<file path="config.mk">
export PLATFORM = sky130hd
export DESIGN_NAME = gpio_edge_bank
export DESIGN_NICKNAME = d
export VERILOG_FILES = /design/src/rtl/gpio_edge_pkg.sv /design/src/rtl/gpio_pin_sync.sv /design/src/rtl/gpio_edge_status.sv /design/src/rtl/gpio_reg_file.sv /design/src/rtl/gpio_edge_bank.sv
export SDC_FILE = /design/constraint.sdc
export NUM_CORES = 1
export LEC_CHECK = 0
export BUFFER_PORTS_ARGS = -buffer_cell sky130_fd_sc_hd__buf_2
export CORE_ASPECT_RATIO = 0.7
export CORE_MARGIN = 4
export CORE_UTILIZATION = 50
export DETAILED_ROUTE_END_ITERATION = 6
export PLACE_DENSITY = 0.73
export RECOVER_POWER = 50
export SLEW_MARGIN = 20
export SYNTH_ARGS = -nofsm -noshare
export SYNTH_HDL_FRONTEND = slang
export SYNTH_SLANG_ARGS = --single-unit
</file>
<file path="constraint.sdc">
create_clock -name clk -period 2.25 [get_ports clk]
set_clock_uncertainty 0.05 [all_clocks]
set_input_delay 0.3375 -clock clk [delete_from_list [all_inputs] [get_ports clk]]
set_output_delay 0.3375 -clock clk [all_outputs]
set_load 0.02 [all_outputs]
</file>
<file path="src/rtl/gpio_edge_pkg.sv">
// Package: shared constants and register index encoding for the GPIO bank.
// Assumes a 4-bit word index; indices above the last defined word are unused.
package gpio_edge_pkg;

    localparam int ADDR_W = 4;

    typedef enum logic [ADDR_W-1:0] {
        IDX_DIR      = 4'd0,
        IDX_OUT      = 4'd1,
        IDX_OUT_SET  = 4'd2,
        IDX_OUT_CLR  = 4'd3,
        IDX_IN       = 4'd4,
        IDX_RISE_SET = 4'd5,
        IDX_RISE_CLR = 4'd6,
        IDX_FALL_SET = 4'd7,
        IDX_FALL_CLR = 4'd8,
        IDX_STATUS   = 4'd9
    } gpio_idx_e;

endpackage

</file>
<file path="src/rtl/gpio_pin_sync.sv">
// Module: per-pin input synchronizer with a one-sample history stage.
// Assumes pin levels are asynchronous to clk. STAGES flops bring each pin into
// the clock domain; one further flop keeps the previous synchronized sample so
// the edge detector can compare two consecutive samples.
module gpio_pin_sync #(
    parameter int PINS   = 32,
    parameter int STAGES = 2
) (
    input  logic            clk,
    input  logic            rst_n,
    input  logic [PINS-1:0] pin_in,
    output logic [PINS-1:0] sync_out,
    output logic [PINS-1:0] prev_out
);

    localparam int LAST = STAGES - 1;

    logic [PINS-1:0] stage_q [STAGES];
    logic [PINS-1:0] prev_q;

    genvar gi;
    generate
        for (gi = 0; gi < STAGES; gi++) begin : g_stage
            if (gi == 0) begin : g_first
                // First capture flop of the synchronizer chain
                always_ff @(posedge clk) begin
                    if (!rst_n) stage_q[gi] <= '0;
                    else        stage_q[gi] <= pin_in;
                end
            end else begin : g_next
                // Later synchronizer flops shift the sample along
                always_ff @(posedge clk) begin
                    if (!rst_n) stage_q[gi] <= '0;
                    else        stage_q[gi] <= stage_q[gi-1];
                end
            end
        end
    endgenerate

    // Hold the previous synchronized sample for edge comparison
    always_ff @(posedge clk) begin
        if (!rst_n) prev_q <= '0;
        else        prev_q <= stage_q[LAST];
    end

    assign sync_out = stage_q[LAST];
    assign prev_out = prev_q;

    AST_PREV_FOLLOWS: assert property (@(posedge clk) disable iff (!rst_n)
        1'b1 |=> (prev_out == $past(sync_out)));

endmodule

</file>
<file path="src/rtl/gpio_edge_status.sv">
// Module: edge qualification and sticky status vector.
// Assumes sync_in and prev_in are consecutive synchronized samples. A bit is
// set by an enabled edge and cleared by a write-one mask; a new edge wins over
// a clear on the same clock.
module gpio_edge_status #(
    parameter int PINS = 32
) (
    input  logic            clk,
    input  logic            rst_n,
    input  logic [PINS-1:0] sync_in,
    input  logic [PINS-1:0] prev_in,
    input  logic [PINS-1:0] rise_en,
    input  logic [PINS-1:0] fall_en,
    input  logic [PINS-1:0] clr_mask,
    output logic [PINS-1:0] status
);

    logic [PINS-1:0] rise_hit;
    logic [PINS-1:0] fall_hit;
    logic [PINS-1:0] edge_hit;
    logic [PINS-1:0] status_q;

    // Qualify each detected transition with its own enable
    always_comb begin
        rise_hit = sync_in & ~prev_in & rise_en;
        fall_hit = ~sync_in & prev_in & fall_en;
        edge_hit = rise_hit | fall_hit;
    end

    // Sticky status: clear by mask, then new edges take priority
    always_ff @(posedge clk) begin
        if (!rst_n) status_q <= '0;
        else        status_q <= (status_q & ~clr_mask) | edge_hit;
    end

    assign status = status_q;

    AST_EDGE_WINS: assert property (@(posedge clk) disable iff (!rst_n)
        1'b1 |=> ((status & $past(edge_hit)) == $past(edge_hit)));
    AST_NO_SPURIOUS: assert property (@(posedge clk) disable iff (!rst_n)
        1'b1 |=> ((status & ~$past(status) & ~$past(edge_hit)) == '0));
    AST_CLEAR_TAKES: assert property (@(posedge clk) disable iff (!rst_n)
        1'b1 |=> ((status & $past(clr_mask & ~edge_hit)) == '0));

endmodule

</file>
<file path="src/rtl/gpio_reg_file.sv">
// Module: bus decode, direction, output latch, edge enables and read mux.
// Assumes one word per write strobe; reads are combinational from the index
// and return zero when the read strobe is low or the index is unused.
module gpio_reg_file
    import gpio_edge_pkg::*;
#(
    parameter int PINS = 32
) (
    input  logic              clk,
    input  logic              rst_n,
    input  logic [ADDR_W-1:0] bus_addr,
    input  logic              bus_wr,
    input  logic              bus_rd,
    input  logic [PINS-1:0]   bus_wdata,
    output logic [PINS-1:0]   bus_rdata,
    input  logic [PINS-1:0]   sync_level,
    input  logic [PINS-1:0]   status,
    output logic [PINS-1:0]   dir_q,
    output logic [PINS-1:0]   out_q,
    output logic [PINS-1:0]   rise_en_q,
    output logic [PINS-1:0]   fall_en_q,
    output logic [PINS-1:0]   stat_clr
);

    logic wr_dir, wr_oset, wr_oclr, wr_rset, wr_rclr, wr_fset, wr_fclr, wr_stat;
    logic [PINS-1:0] rd_mux;

    // Decode one write strobe per register word
    always_comb begin
        wr_dir  = bus_wr && (bus_addr == IDX_DIR);
        wr_oset = bus_wr && (bus_addr == IDX_OUT_SET);
        wr_oclr = bus_wr && (bus_addr == IDX_OUT_CLR);
        wr_rset = bus_wr && (bus_addr == IDX_RISE_SET);
        wr_rclr = bus_wr && (bus_addr == IDX_RISE_CLR);
        wr_fset = bus_wr && (bus_addr == IDX_FALL_SET);
        wr_fclr = bus_wr && (bus_addr == IDX_FALL_CLR);
        wr_stat = bus_wr && (bus_addr == IDX_STATUS);
        stat_clr = wr_stat ? bus_wdata : '0;
    end

    // Direction register, all inputs out of reset
    always_ff @(posedge clk) begin
        if (!rst_n)      dir_q <= '1;
        else if (wr_dir) dir_q <= bus_wdata;
    end

    // Output latch updated only by set and clear words
    always_ff @(posedge clk) begin
        if (!rst_n)       out_q <= '0;
        else if (wr_oset) out_q <= out_q | bus_wdata;
        else if (wr_oclr) out_q <= out_q & ~bus_wdata;
    end

    // Rising-edge enables updated only by set and clear words
    always_ff @(posedge clk) begin
        if (!rst_n)       rise_en_q <= '0;
        else if (wr_rset) rise_en_q <= rise_en_q | bus_wdata;
        else if (wr_rclr) rise_en_q <= rise_en_q & ~bus_wdata;
    end

    // Falling-edge enables updated only by set and clear words
    always_ff @(posedge clk) begin
        if (!rst_n)       fall_en_q <= '0;
        else if (wr_fset) fall_en_q <= fall_en_q | bus_wdata;
        else if (wr_fclr) fall_en_q <= fall_en_q & ~bus_wdata;
    end

    // Read multiplexer by word index
    always_comb begin
        unique case (bus_addr)
            IDX_DIR:                               rd_mux = dir_q;
            IDX_OUT, IDX_OUT_SET, IDX_OUT_CLR:     rd_mux = out_q;
            IDX_IN:                                rd_mux = sync_level;
            IDX_RISE_SET, IDX_RISE_CLR:            rd_mux = rise_en_q;
            IDX_FALL_SET, IDX_FALL_CLR:            rd_mux = fall_en_q;
            IDX_STATUS:                            rd_mux = status;
            default:                               rd_mux = '0;
        endcase
        bus_rdata = bus_rd ? rd_mux : '0;
    end

    AST_DIR_HOLD: assert property (@(posedge clk) disable iff (!rst_n)
        !wr_dir |=> $stable(dir_q));
    AST_OUT_SET: assert property (@(posedge clk) disable iff (!rst_n)
        wr_oset |=> ((out_q & $past(bus_wdata)) == $past(bus_wdata)));
    AST_OUT_CLR: assert property (@(posedge clk) disable iff (!rst_n)
        wr_oclr |=> ((out_q & $past(bus_wdata)) == '0));
    AST_OUT_HOLD: assert property (@(posedge clk) disable iff (!rst_n)
        !(wr_oset || wr_oclr) |=> $stable(out_q));
    AST_ENABLE_HOLD: assert property (@(posedge clk) disable iff (!rst_n)
        !(wr_rset || wr_rclr || wr_fset || wr_fclr) |=> ($stable(rise_en_q) && $stable(fall_en_q)));

endmodule

</file>
<file path="src/rtl/gpio_edge_bank.sv">
// Module: top of the GPIO bank with edge-detect status.
// Assumes pin_in is asynchronous and the bus is single-master, one access per
// cycle. Connects the synchronizer, the edge/status logic and the register file.
module gpio_edge_bank
    import gpio_edge_pkg::*;
#(
    parameter int PINS        = 32,
    parameter int SYNC_STAGES = 2
) (
    input  logic              clk,
    input  logic              rst_n,
    input  logic [ADDR_W-1:0] bus_addr,
    input  logic              bus_wr,
    input  logic              bus_rd,
    input  logic [PINS-1:0]   bus_wdata,
    output logic [PINS-1:0]   bus_rdata,
    input  logic [PINS-1:0]   pin_in,
    output logic [PINS-1:0]   pad_out,
    output logic [PINS-1:0]   pad_oe,
    output logic [PINS-1:0]   irq_status
);

    logic [PINS-1:0] sync_lvl, prev_lvl;
    logic [PINS-1:0] dir_q, out_q, rise_en, fall_en, stat_clr, status;

    gpio_pin_sync #(.PINS(PINS), .STAGES(SYNC_STAGES)) u_sync (
        .clk(clk), .rst_n(rst_n), .pin_in(pin_in),
        .sync_out(sync_lvl), .prev_out(prev_lvl)
    );

    gpio_edge_status #(.PINS(PINS)) u_edge (
        .clk(clk), .rst_n(rst_n), .sync_in(sync_lvl), .prev_in(prev_lvl),
        .rise_en(rise_en), .fall_en(fall_en), .clr_mask(stat_clr),
        .status(status)
    );

    gpio_reg_file #(.PINS(PINS)) u_regs (
        .clk(clk), .rst_n(rst_n), .bus_addr(bus_addr), .bus_wr(bus_wr),
        .bus_rd(bus_rd), .bus_wdata(bus_wdata), .bus_rdata(bus_rdata),
        .sync_level(sync_lvl), .status(status), .dir_q(dir_q), .out_q(out_q),
        .rise_en_q(rise_en), .fall_en_q(fall_en), .stat_clr(stat_clr)
    );

    // Pad drive follows the latch; enable is the inverse of input direction
    always_comb begin
        pad_out    = out_q;
        pad_oe     = ~dir_q;
        irq_status = status;
    end

    AST_RESET_QUIET: assert property (@(posedge clk)
        !rst_n |=> (irq_status == '0 && pad_out == '0 && pad_oe == '0));
    AST_IDLE_READ: assert property (@(posedge clk) disable iff (!rst_n)
        !bus_rd |-> (bus_rdata == '0));

endmodule

</file>
== After elaboration in Yosys (flattened, before gate mapping) ==
Memories as Yosys holds them, arrays and structs flattened.
Cells that the tools add are included.

* Input bits: 72
* Memories kept: 1
* Word-level logic and storage cells: 64
* Bits in writable memories: 64
* Output and inout port bits: 128
* Register bits after elaboration: 192

{| class="wikitable"
|+ Memory list
! memory !! words !! width !! rd ports !! clocked after Yosys merged registers in !! write ports !! line !! text
|-
| u_sync.stage_q || 2 || 32 || 2 || 0 || 2 || gpio_pin_sync.sv:18 || <nowiki>logic [PINS-1:0] stage_q [STAGES];</nowiki>
|}

* Multiplexer cells: 13
* Reduce and logical (&&, ||, !) cells: 15
* Eq/ne operators: 9
* Bitwise logic cells: 20

{| class="wikitable"
|+ Operators with widths
! operator !! number
|-
| 2-to-1 mux 32 bit || 10
|-
| bitwise AND 32 bit || 8
|-
| one-hot mux 32 bit (6 select lines) || 1
|-
| NOT 32 bit || 5
|-
| bitwise OR 32 bit || 5
|-
| == test 4 x 3 -> 1 bit (second input constant) || 4
|-
| == test 4 x 2 -> 1 bit (second input constant) || 2
|-
| == test 4 bit (second input constant) || 2
|-
| logical AND 1 bit || 8
|-
| nonzero test 2 bit || 3
|-
| == test 4 x 1 -> 1 bit (second input constant) || 1
|-
| logical NOT 4 bit || 1
|-
| OR reduction 2 bit || 2
|-
| OR reduction 3 bit || 1
|-
| 2-to-1 mux 1 bit || 2
|-
| bitwise OR 1 bit || 2
|}

== Depth between registers and ports, before layout ==
Gate-level depths: netlist of the first run.

* Depth after elaboration: 6
* Gate-level depth with buffers: 7
* Gate-level depth less buffers: 4

== Hierarchy ==
A second synthesis of the first run with hierarchy kept.

* Cell total of the unflattened synthesis: 1145
* Area, all modules: 10840.4 µm²

{| class="wikitable"
|+ Modules (own cells, without submodules)
! module !! cells an instance !! instances !! area each (µm²) !! sequential area each (µm²)
|-
| gpio_reg_file || 740 || 1 || 6426.2 || 2562.5
|-
| gpio_pin_sync || 202 || 1 || 2603.7 || 1921.8
|-
| gpio_edge_status || 171 || 1 || 1690.4 || 640.6
|-
| gpio_edge_bank || 32 || 1 || 120.1 || 0.0
|}

== Least setup slack after synthesis of the first run ==
OpenSTA, ideal clock, no wires.

* Kind: input to output
* Start point: in bus_addr[0]
* End point: out bus_rdata[10]
* Required time: 1862 ps
* Path buffers: 3
* Slack: 104 ps
* Stages on the path: 6
* Data arrival time: 1759 ps
* Path through: buf_2 buf_2 nor3_1 buf_2 a222oi_1 o21ai_0

* Cells in the longest elaborated chain, start to end: 4
* Elaborated cells between the ends (all ways): 15
* Classes of those cells: eq/ne: 9; mux: 2; reduce/logical: 4

{| class="wikitable"
|+ Ends and longest elaborated chain
! item !! line !! text
|-
| start: declaration || gpio_edge_bank.sv:12 || <nowiki>input logic [ADDR_W-1:0] bus_addr,</nowiki>
|-
| == test 4 x 1 -> 1 bit, or another cell as far along || gpio_reg_file.sv:70 || <nowiki>unique case (bus_addr)</nowiki>
|-
| OR reduction 3 bit or OR reduction 2 bit (tied branches) || gpio_reg_file.sv:70 ||
|-
| one-hot mux 32 bit (6 select lines) * || gpio_reg_file.sv:70 ||
|-
| 2-to-1 mux 32 bit * || gpio_reg_file.sv:79 || <nowiki>bus_rdata = bus_rd ? rd_mux : '0;</nowiki>
|-
| end: declaration || gpio_edge_bank.sv:16 || <nowiki>output logic [PINS-1:0] bus_rdata,</nowiki>
|}

Every way passes the cells marked *; elsewhere a longest branch is shown, timed or not.

== Worst setup path in the final report of the first run ==
* Start point: in bus_addr[2]
* End point: out bus_rdata[13]

Same word-level chain as after synthesis.

==> summary.md, run 1 <==
| Metric | Value |
|---|---|
| Asr flop ratio synth | 0% |
| Final hold slack | 0.0306 ns |
| Antenna cells | 0 |
| Fin crit share | between 90 and 100% |
| Worst slew pin tran | roughly 1.3 ns |
| Share of cells above drive strength 1 | about 26% |
| Post-CTS setup buffer count | 0 |
| Total number of yosys warnings | 0 |
| Seq cells post-synth | around 260 |
| F_max | between 0.4 and 0.5 GHz |
| Setup crit start | bus_addr[2] |
| Total CTS buffers | 25 |
| Setup-failing EPs final | 0 |
| Reg-to-reg startpoint | u_sync.stage_q[1][5] |
| Total negative slack | 0 ns |
| Core area | 0.0208 mm^2 |
| Die area | 0.0237 mm^2 |
| Post-Route WL | 31800 um |
| EDFF count, synth | 0 |
| Starting Density | 51.1% |
| Buffers on Ports | around 200 |
| Worst setup endpoint | bus_rdata[13] |
| Synthesized Nets | 1176 |
| Crit-path max FO | 9 |
| Synth area leader | dfxtp_1 |
| Remaining global-route overflow | 0 |
| Post-route ant nets | 0 |
| Top delay family on crit path | buffers and inverters |
| CP max-delay cell | nor2b_2 |
| Most frequent cells in the layout | dfxtp_1 (256), buf_2 (198), nand2_1 (85) |
| CTS clk-pin slew, worst paths | 0.06 ns |
| Clk root buf | clkbuf_16 |
| Final hold violation count | 0 |
| Top-area cell type share of the netlist area | between 40% and 50% |
| Initial antenna violation count | 4 |
| DR vias/cell | between 5 and 6 |
| R2r endpoint | u_edge.status[5] |
| Chip width | 182 um |
| Most frequent CP cell | buf_2 |
| Via count | between 9000 and 10000 |
| R2R cell count | 3 |
| Global-route usage over all layers | 25.6% |
| Clock sinks | between 200 and 300 |
| CTS tree | built |
| Area Overhead vs Synth | 23.0% |
| R2r setup slk | between 1 and 1.5 ns |
| Dpl hpwl | 21100 um |
| Cell Area, Synth | ~0.011 mm^2 |
| Number of global-route vias before repair | between 8000 and 9000 |
| CTS Buffer Depth | 3 |
| Initial DRT Pass Iterations | 5 |
| Dpl cell area | roughly 0.012 mm^2 |
| GPL Wtd Cong | between 0.8 and 0.9 |
| RSZ-0062 raised after global routing | yes |
| Mean Syn Cell Area | 9.62 um^2 |
| # nets final | about 1400 |
| Cells after synthesis | around 1100 |
| Drt first-iter violations | roughly 1000 |
| PnR Total Power | between 9000 and 10000 uW |
| Max incr delay on CP | 0.25 ns |
| DRC Markers | 0 |
| Worst skew pair latency | between 0.5 and 0.6 ns |
| Buf/Inv on CP | 3 |
| Largest net degree at the start of global routing | between 70 and 80 |
| CP Capture Type | primary output |
| P_leak | roughly 0.0052 uW |
| Startpoint Class | primary input |
| Sequential area share after synthesis | between 40% and 50% |
| HP Class | in2reg |
| Wire per inst | 20.1 um |
| Minimum clock period | roughly 2.2 ns |
| Status | complete, no violations |
| Worst IR Drop VDD | 0.000550 V |
| Die H | ~130 um |
| Top FF cell, synth | dfxtp_1 |
| Worst setup margin | about 0.0086 ns |
| Leading cell type in the layout, fill and taps excluded | dfxtp_1 |
| First-pass GRT wire length | around 49000 um |
| Max cap viols | 0 |
| CP cell instances | buf_2 > nor2b_4 > nor2b_2 > buf_4 > a22oi_1 > a21oi_1 > buf_2 |
| Ports | 200 |
| Pre-CTS WS | 0.0463 ns |
| Design Area, Final | about 0.013 mm^2 |
| Netlist cell types | 47 |
| Worst Path Arrival | 1.85 ns |
| Relative slew slack | 11.8% |
| P per Cell Area | ~750 mW/mm^2 |
| Max-slew violation count | 0 |
| Kind of critical path | in2out |
| Synth area leaders | dfxtp_1 (48%), and2_1 (5.8%), a211oi_2 (3.5%) |
| Hold path depth | 2 |
| Levels on crit path | 7 |
| H-tree Lvls | 1 |
| Row count | 44 |
| Required time worst endpoint | around 1.9 ns |
## power breakdown
group,leakage [uW],internal (uW),switching (uW)
sequential,0.00208,4650,73.9
combinational,0.00276,333,519
clock,0.000402,2460,1720
## kinds of logic after synthesis
kind of cell    Yosys count  synth area share (%)
compound gates          411                  29.3
xor+xnor                  1                0.0824
buf+inv                 161                  7.47
flops                   256                  48.2
mux                       8                 0.754
simple gates            267                  14.2
## synthesized netlist by cell type, drive strengths merged, types with 9 or more instances
master / n
a211oi: 32
a21boi: 32
a21oi: 75
a222oi: 23
a22o: 11
a22oi: 19
a2bb2oi: 9
a311oi: 32
a32o: 33
a32oi: 13
and2: 99
buf: 52
clkbuf: 74
dfxtp: 256
inv: 35
nand2: 85
nand3: 33
nand3b: 33
o211ai: 32
o21a: 32
o21ai: 59
## what timing repair did
| action | in CTS | in global routing |
|---|---|---|
| cloned | 0 | 0 |
| gates resized for setup | 1 | 4 |
| endpoints found under the hold margin | 29 | 1 |
| hold buffers | 29 | 1 |
| pin swaps | 0 | 2 |
| endpoints found under the setup margin | 1 | 13 |
## worst register-to-register path: cells and delay by family, from the launching register on
kind	cells	cell delay [ns]
compound gates	2	0.28
flops	1	0.38
simple gates	1	0.13
## layer usage
metal	up-vias	share of wire, %	GRT usage [%]
met5	-	0.12	0
met2	467	43	38.9
met4	8	2.1	5.78
met1	4469	45	37.0
met3	59	9.7	6.38
li1	4427	-	-
## metrics by stage
stage,cells,utilization (%)
finish,1583,62.8
global route,1583,62.8
CTS,1582,62.7
detailed placement,1510,57.4
global placement,1510,57.4
floorplan,1104,-
## cell type report
type / instances / area (um^2)
fill: 1744 / 7740
sequential: 256 / 5120
multi-input combinational: 687 / 4780
timing repair buffer: 286 / 1870
clock buffer: 37 / 731
tap: 276 / 345
inverter: 35 / 133
clock inverter: 6 / 83.8
## worst min-delay path by stage
stage	start	to	slack, ns
after detailed placement	u_sync.stage_q[0][10]	u_sync.stage_q[1][10]	0.37
after CTS	pin_in[13]	u_sync.stage_q[0][13]	0.007
after floorplan	u_sync.stage_q[0][0]	u_sync.stage_q[1][0]	0.36
after global placement	u_sync.stage_q[0][18]	u_sync.stage_q[1][18]	0.36
after global routing	pin_in[29]	u_sync.stage_q[0][29]	0.05
final	pin_in[29]	u_sync.stage_q[0][29]	0.03
No activity file was read; power rests on OpenSTA's default activity.
==> inputs of run 2 (changes only) <==
--- a/config.mk
+++ b/config.mk
@@ -8,9 +8,9 @@
 export BUFFER_PORTS_ARGS = -buffer_cell sky130_fd_sc_hd__buf_2
 export CORE_ASPECT_RATIO = 0.7
 export CORE_MARGIN = 4
-export CORE_UTILIZATION = 50
+export CORE_UTILIZATION = 45
 export DETAILED_ROUTE_END_ITERATION = 6
-export PLACE_DENSITY = 0.73
+export PLACE_DENSITY_LB_ADDON = 0.05
 export RECOVER_POWER = 50
 export SLEW_MARGIN = 20
 export SYNTH_ARGS = -nofsm -noshare
==> run 2 against run 1 <==
Net effect:
- the run now ends with max-capacitance violations, max-slew violations left
- cell count increased by 2.3%
- hold slack worse by 0.0044 ns
- sequential power about the same
- critical path depth stayed put
- first-iteration DRC count fell by 18%
- die area up 11%
==> summary.md, run 2 (synthesis results as in run 1) <==
| Metric | Value |
|---|---|
| Psw | 2350 uW (was 2320 uW) |
| First-pass GRT wire length | 52200 um (was 48900 um) |
| Non-filler cells, final | 1619 (was 1583) |
| RSZ-0062 raised after global routing | no (was yes) |
| DR vias/cell | 5.79 (was 5.96) |
| Worst IR Drop VDD | 0.000562 V (was 0.000550 V) |
| Setup-failing EPs final | 0 (unchanged) |
| Crit-path max FO | 26 (was 9) |
| Startpoint Class | primary input (unchanged) |
| Ports | 200 (unchanged) |
| Number of global-route vias before repair | 8678 (was 8654) |
| Post-Route WL | 34300 um (was 31800 um) |
| Sequential Area | 0.00512 mm^2 (unchanged) |
| Status | complete, but fails checks (was complete, no violations) |
| Starting Density | 46.4% (was 51.1%) |
| Chip width | 192 um (was 182 um) |
| Switch share | 23.9% (was 23.7%) |
| Leading cell type in the layout, fill and taps excluded | dfxtp_1 (unchanged) |
| Worst skew pair latency | 0.52 ns (about the same) |
| Required time worst endpoint | 1.86 ns (about the same) |
| Clk root buf | clkbuf_16 (unchanged) |
| Global-route usage over all layers | 25.3% (was 25.6%) |
| Core area | 0.0229 mm^2 (was 0.0208 mm^2) |
| Worst Path Arrival | 1.81 ns (was 1.85 ns) |
| # fillers | 2091 (was 1744) |
| Largest net degree at the start of global routing | 82 (was 73) |
| Row count | 46 (was 44) |
| Pint | 7490 uW (was 7450 uW) |
| Design Area, Final | 0.0131 mm^2 (about the same) |
| Total CTS buffers | 26 (was 25) |
| P per Cell Area | 752 mW/mm^2 (was 747 mW/mm^2) |
| Minimum clock period | 2.19 ns (was 2.24 ns) |
| Via count | 9378 (was 9430) |
| Wire per inst | 21.2 um (was 20.1 um) |
| Pre-CTS WS | -0.0237 ns (was 0.0463 ns) |
| Post-route ant nets | 0 (unchanged) |
| P_leak | 0.00523 uW (was 0.00524 uW) |
| R2R cell count | 3 (unchanged) |
| Die H | 137 um (was 130 um) |
| Clock sinks | 256 (unchanged) |
| Clk network pwr share | 43.1% (was 42.9%) |
| Fin crit share | 97.5% (was 99.6%) |
| Final hold violation count | 0 (unchanged) |
| Cells after DPL | 1544 (was 1510) |
| Buffers on Ports | 199 (unchanged) |
| Initial antenna violation count | 0 (was 4) |
| Worst slew pin tran | 1.86 ns (was 1.32 ns) |
| CTS Buffer Depth | 3 (unchanged) |
| Worst setup margin | 0.0555 ns (was 0.00861 ns) |
| F_max | 0.456 GHz (was 0.446 GHz) |
| Area Overhead vs Synth | 23.2% (was 23.0%) |
| CTS tree | built (unchanged) |
| Failing checks | max-capacitance violations, max-slew violations |
| PnR Total Power | 9840 uW (was 9770 uW) |
| GPL Wtd Cong | 0.845 (was 0.834) |
| Die area | 0.0262 mm^2 (was 0.0237 mm^2) |
| Antenna cells | 0 (unchanged) |
| Hold path depth | 2 (unchanged) |
| Max-slew violation count | 44 (was 0) |
| Sequential share of power | 48.0% (was 48.4%) |
| Remaining global-route overflow | 0 (unchanged) |
| Max cap viols | 2 (was 0) |
| Final hold slack | 0.0262 ns (was 0.0306 ns) |
| Multi-input gate area | 0.00480 mm^2 (was 0.00478 mm^2) |
| Initial DRT Pass Iterations | 5 (unchanged) |
| # nets final | 1364 (was 1363) |
| H-tree Lvls | 1 (unchanged) |
| Drt first-iter violations | 851 (was 1042) |
| CP Capture Type | primary output (unchanged) |
| DRC Markers | 0 (unchanged) |
| Combinational power share | 8.8% (was 8.7%) |
| Relative slew slack | -23.9% (was 11.8%) |
| Dpl cell area | 0.0119 mm^2 (was 0.0120 mm^2) |
| Kind of critical path | in2out (unchanged) |
| Share of cells above drive strength 1 | 26.0% (was 25.9%) |
| Dpl hpwl | 22600 um (was 21100 um) |
| CTS clk-pin slew, worst paths | 0.06 ns (about the same) |
| HP Class | in2reg (unchanged) |
| Most frequent cells in the layout | dfxtp_1 (256), buf_2 (196), nand2_1 (85) (was dfxtp_1 (256), buf_2 (198), nand2_1 (85)) |
run 2: final cells by class:
class | instances | area share, %
Clock inverter | 5 | 0.573
Inverter | 35 | 1.01
Sequential cell | 256 | 39.1
Tap cell | 312 | 2.98
Clock buffer | 38 | 5.70
Timing Repair Buffer | 285 | 14.0
Multi-Input combinational cell | 688 | 36.6
run 2: what timing repair did:
action                                  4_1_cts  5_1_grt
hold endpoints to repair                     27        0
pin swaps                                     1        2
endpoints found under the setup margin        6       25
gates resized for setup                       2        6
cloned                                        0        1
setup buffers                                 0        4
hold buffers                                 27        0
run 2: worst max-delay path, stage by stage:
cell,delay (ns)
buf_2,0.15
nor2b_4,0.15
a32o_4,0.35
buf_12,0.17
a32oi_1,0.31
o21ai_0,0.14
buf_2,0.18
run 2: per-stage QoR:
step | utilization [%] | setup TNS [ns]
global placement | 52.2 | -0.00363
CTS | 56.9 | -0.0369
detailed placement | 52.2 | -0.0487
global route | 57.2 | 0
finish | 57.2 | 0
floorplan | - | 0
run 2: final timing paths:
check	startpoint	endpoint	slack (ns)
setup / recovery	bus_addr[2]	bus_rdata[14]	0.06
hold reg to reg	u_sync.stage_q[0][16]	u_sync.stage_q[1][16]	0.38
setup reg to reg	u_sync.stage_q[1][20]	u_edge.status[20]	1.24
hold / removal	pin_in[27]	u_sync.stage_q[0][27]	0.03
run 2: routing by layer:
layer | vias to the layer above | GRT usage (%) | part of all wire, %
met5 | - | 0 | 0
met4 | 0 | 5.38 | 2.2
met3 | 48 | 4.44 | 7.6
met2 | 371 | 38.6 | 43
met1 | 4532 | 37.6 | 47
li1 | 4427 | - | -
run 2: power by group through the flow:
stage               Combinational (uW)  Sequential (uW)  Clock, uW
floorplan                          497             4820          0
global placement                   805             4820          0
detailed placement                 812             4820          0
CTS                                851             4720       4330
global route                       935             4740       4490
finish                             871             4720       4250
==> inputs of run 3 (changes only) <==
--- a/config.mk
+++ b/config.mk
@@ -7,8 +7,9 @@
 export LEC_CHECK = 0
 export BUFFER_PORTS_ARGS = -buffer_cell sky130_fd_sc_hd__buf_2
 export CORE_ASPECT_RATIO = 0.7
-export CORE_MARGIN = 4
+export CORE_MARGIN = 5
 export CORE_UTILIZATION = 45
+export CTS_CLUSTER_DIAMETER = 40
 export DETAILED_ROUTE_END_ITERATION = 6
 export PLACE_DENSITY_LB_ADDON = 0.05
 export RECOVER_POWER = 50
==> run 3 against run 2 <==
Net effect:
- routed wire length is 2.6% higher
- critical path depth is the same
- clock power is 30% higher
- combinational power is essentially flat
- utilization increased by 0.17 points
- critical path type unchanged
- the run now ends clean
- global-route usage down 0.11 points
- highest routed layer is now met5
- largest power group is now the clock network
==> summary.md, run 3 (synthesis results as in run 1) <==
| Metric | Value |
|---|---|
| Status | complete, no violations (was complete, but fails checks) |
| Psw | 2640 uW (was 2350 uW) |
| Startpoint Class | primary input (unchanged) |
| Sequential share of power | 42.5% (was 48.0%) |
| Buffers on Ports | 199 (unchanged) |
| Leading cell type in the layout, fill and taps excluded | dfxtp_1 (unchanged) |
| Fin crit share | 96.4% (was 97.5%) |
| Area Overhead vs Synth | 26.6% (was 23.2%) |
| Ports | 200 (unchanged) |
| Clk root buf | clkbuf_16 (unchanged) |
| Drt first-iter violations | 809 (was 851) |
| Kind of critical path | in2out (unchanged) |
| Worst IR Drop VDD | 0.000459 V (was 0.000562 V) |
| Number of global-route vias before repair | 9253 (was 8678) |
| Post-route ant nets | 0 (unchanged) |
| P_leak | 0.00543 uW (was 0.00523 uW) |
| Global-route usage over all layers | 25.2% (was 25.3%) |
| Starting Density | 45.3% (was 46.4%) |
| Max incr delay on CP | 0.34 ns (was 0.35 ns) |
| CP cell instances | buf_4 > buf_4 > a32o_4 > buf_4 > a32oi_1 > o21ai_0 > buf_2 (was buf_2 > nor2b_4 > a32o_4 > buf_12 > a32oi_1 > o21ai_0 > buf_2) |
| Setup-failing EPs final | 0 (unchanged) |
| Final hold violation count | 0 (unchanged) |
| DR vias/cell | 5.79 (about the same) |
| Multi-input gate area | 0.00476 mm^2 (was 0.00480 mm^2) |
| Clock sinks | 256 (unchanged) |
| Crit-path max FO | 10 (was 26) |
| First-pass GRT wire length | 54900 um (was 52200 um) |
| RSZ-0062 raised after global routing | no (unchanged) |
| H-tree Lvls | 2 (was 1) |
| Most frequent cells in the layout | dfxtp_1 (256), buf_2 (193), nand2_1 (85) (was dfxtp_1 (256), buf_2 (196), nand2_1 (85)) |
| Initial DRT Pass Iterations | 5 (unchanged) |
| Largest net degree at the start of global routing | 58 (was 82) |
| Worst slew pin tran | 1.21 ns (was 1.86 ns) |
| Total negative slack | 0 ns (unchanged) |
| Via count | 9500 (was 9378) |
| Initial antenna violation count | 2 (was 0) |
| P per Cell Area | 828 mW/mm^2 (was 752 mW/mm^2) |
| Clk network pwr share | 49.7% (was 43.1%) |
| Dpl hpwl | 23000 um (was 22600 um) |
| Minimum clock period | 2.17 ns (was 2.19 ns) |
| # fillers | 2118 (was 2091) |
| Die area | 0.0268 mm^2 (was 0.0262 mm^2) |
| Max-slew violation count | 0 (was 44) |
| GPL Wtd Cong | 0.816 (was 0.845) |
| Chip width | 194 um (was 192 um) |
| HP Class | in2reg (unchanged) |
| Share of cells above drive strength 1 | 26.7% (was 26.0%) |
| Core area | 0.0235 mm^2 (was 0.0229 mm^2) |
| Pre-CTS WS | 0.0118 ns (was -0.0237 ns) |
| Remaining global-route overflow | 0 (unchanged) |
| Buf/Inv on CP | 4 (was 3) |
| Combinational power share | 7.8% (was 8.8%) |
| F_max | 0.461 GHz (was 0.456 GHz) |
| Total CTS buffers | 34 (was 26) |
| Wire per inst | 21.4 um (was 21.2 um) |
| Worst Path Arrival | 1.78 ns (was 1.81 ns) |
| CTS Buffer Depth | 3 (unchanged) |
| Required time worst endpoint | 1.86 ns (about the same) |
| Pint | 8500 uW (was 7490 uW) |
| Top delay family on crit path | compound AO/OA/AOI/OAI gates (unchanged) |
| Relative slew slack | 19.2% (was -23.9%) |
| Switch share | 23.7% (was 23.9%) |
| CP max-delay cell | a32o_4 (unchanged) |
| Sequential Area | 0.00512 mm^2 (unchanged) |
| CP Capture Type | primary output (unchanged) |
| Most frequent CP cell | buf_4 (was buf_2) |
| Post-Route WL | 35200 um (was 34300 um) |
| CTS clk-pin slew, worst paths | 0.05 ns (was 0.06 ns) |
| Worst setup margin | 0.0813 ns (was 0.0555 ns) |
| Row count | 47 (was 46) |
| Max cap viols | 0 (was 2) |
| CTS tree | built (unchanged) |
| Worst skew pair latency | 0.50 ns (was 0.52 ns) |
| # nets final | 1371 (was 1364) |
| DRC Markers | 0 (unchanged) |
| Die H | 139 um (was 137 um) |
## run 3: what timing repair did
item / 4_1_cts / 5_1_grt
hold endpoints to repair: 26 / 0
setup endpoints to repair: 0 / 25
resized for setup: 0 / 19
hold buffers: 26 / 0
buffers inserted: 0 / 1
## run 3: final timing paths
check,startpoint,end,slack [ns],depth (start not counted)
min reg2reg,u_sync.stage_q[0][12],u_sync.stage_q[1][12],0.38,1
min,pin_in[13],u_sync.stage_q[0][13],0.02,2
max,bus_addr[3],bus_rdata[18],0.08,7
max reg2reg,u_sync.stage_q[1][3],u_edge.status[3],1.23,3
## run 3: power groups by stage
| stage | combinational, uW | clock (uW) | sequential, uW |
|---|---|---|---|
| 5_1_grt | 932 | 5840 | 4740 |
| 2_1_floorplan | 497 | 0 | 4820 |
| 3_5_place_dp | 818 | 0 | 4820 |
| 3_3_place_gp | 813 | 0 | 4820 |
| 4_1_cts | 858 | 5630 | 4730 |
| 6_report | 870 | 5530 | 4730 |
## run 3: cell type report
class	count	share of cell area (%)
sequential	256	38.1
clock inverter	13	1.33
tap	318	2.96
antenna	1	0.0186
multi-input combinational	687	35.4
timing repair buffer	285	14.0
clock buffer	47	7.29
inverter	35	0.977
## run 3: stage by stage
step                area, um^2  util (%)  cells  hold slack (ns)  total power (uW)
finish                   13500      57.3   1642           0.0223             11100
global route             13500      57.3   1641          0.00281             11500
CTS                      13400      57.2   1638          0.00219             11200
detailed placement       12000      51.2   1552            0.369              5640
global placement         12000      51.2   1552            0.364              5640
floorplan                10600         -   1104            0.362              5320
## run 3: metal layers
metal  part of all wire (%)  GRT usage [%]
met5                  0.077              0
met4                    2.3           6.96
met3                    8.1           5.32
met2                     42           36.6
met1                     47           37.8
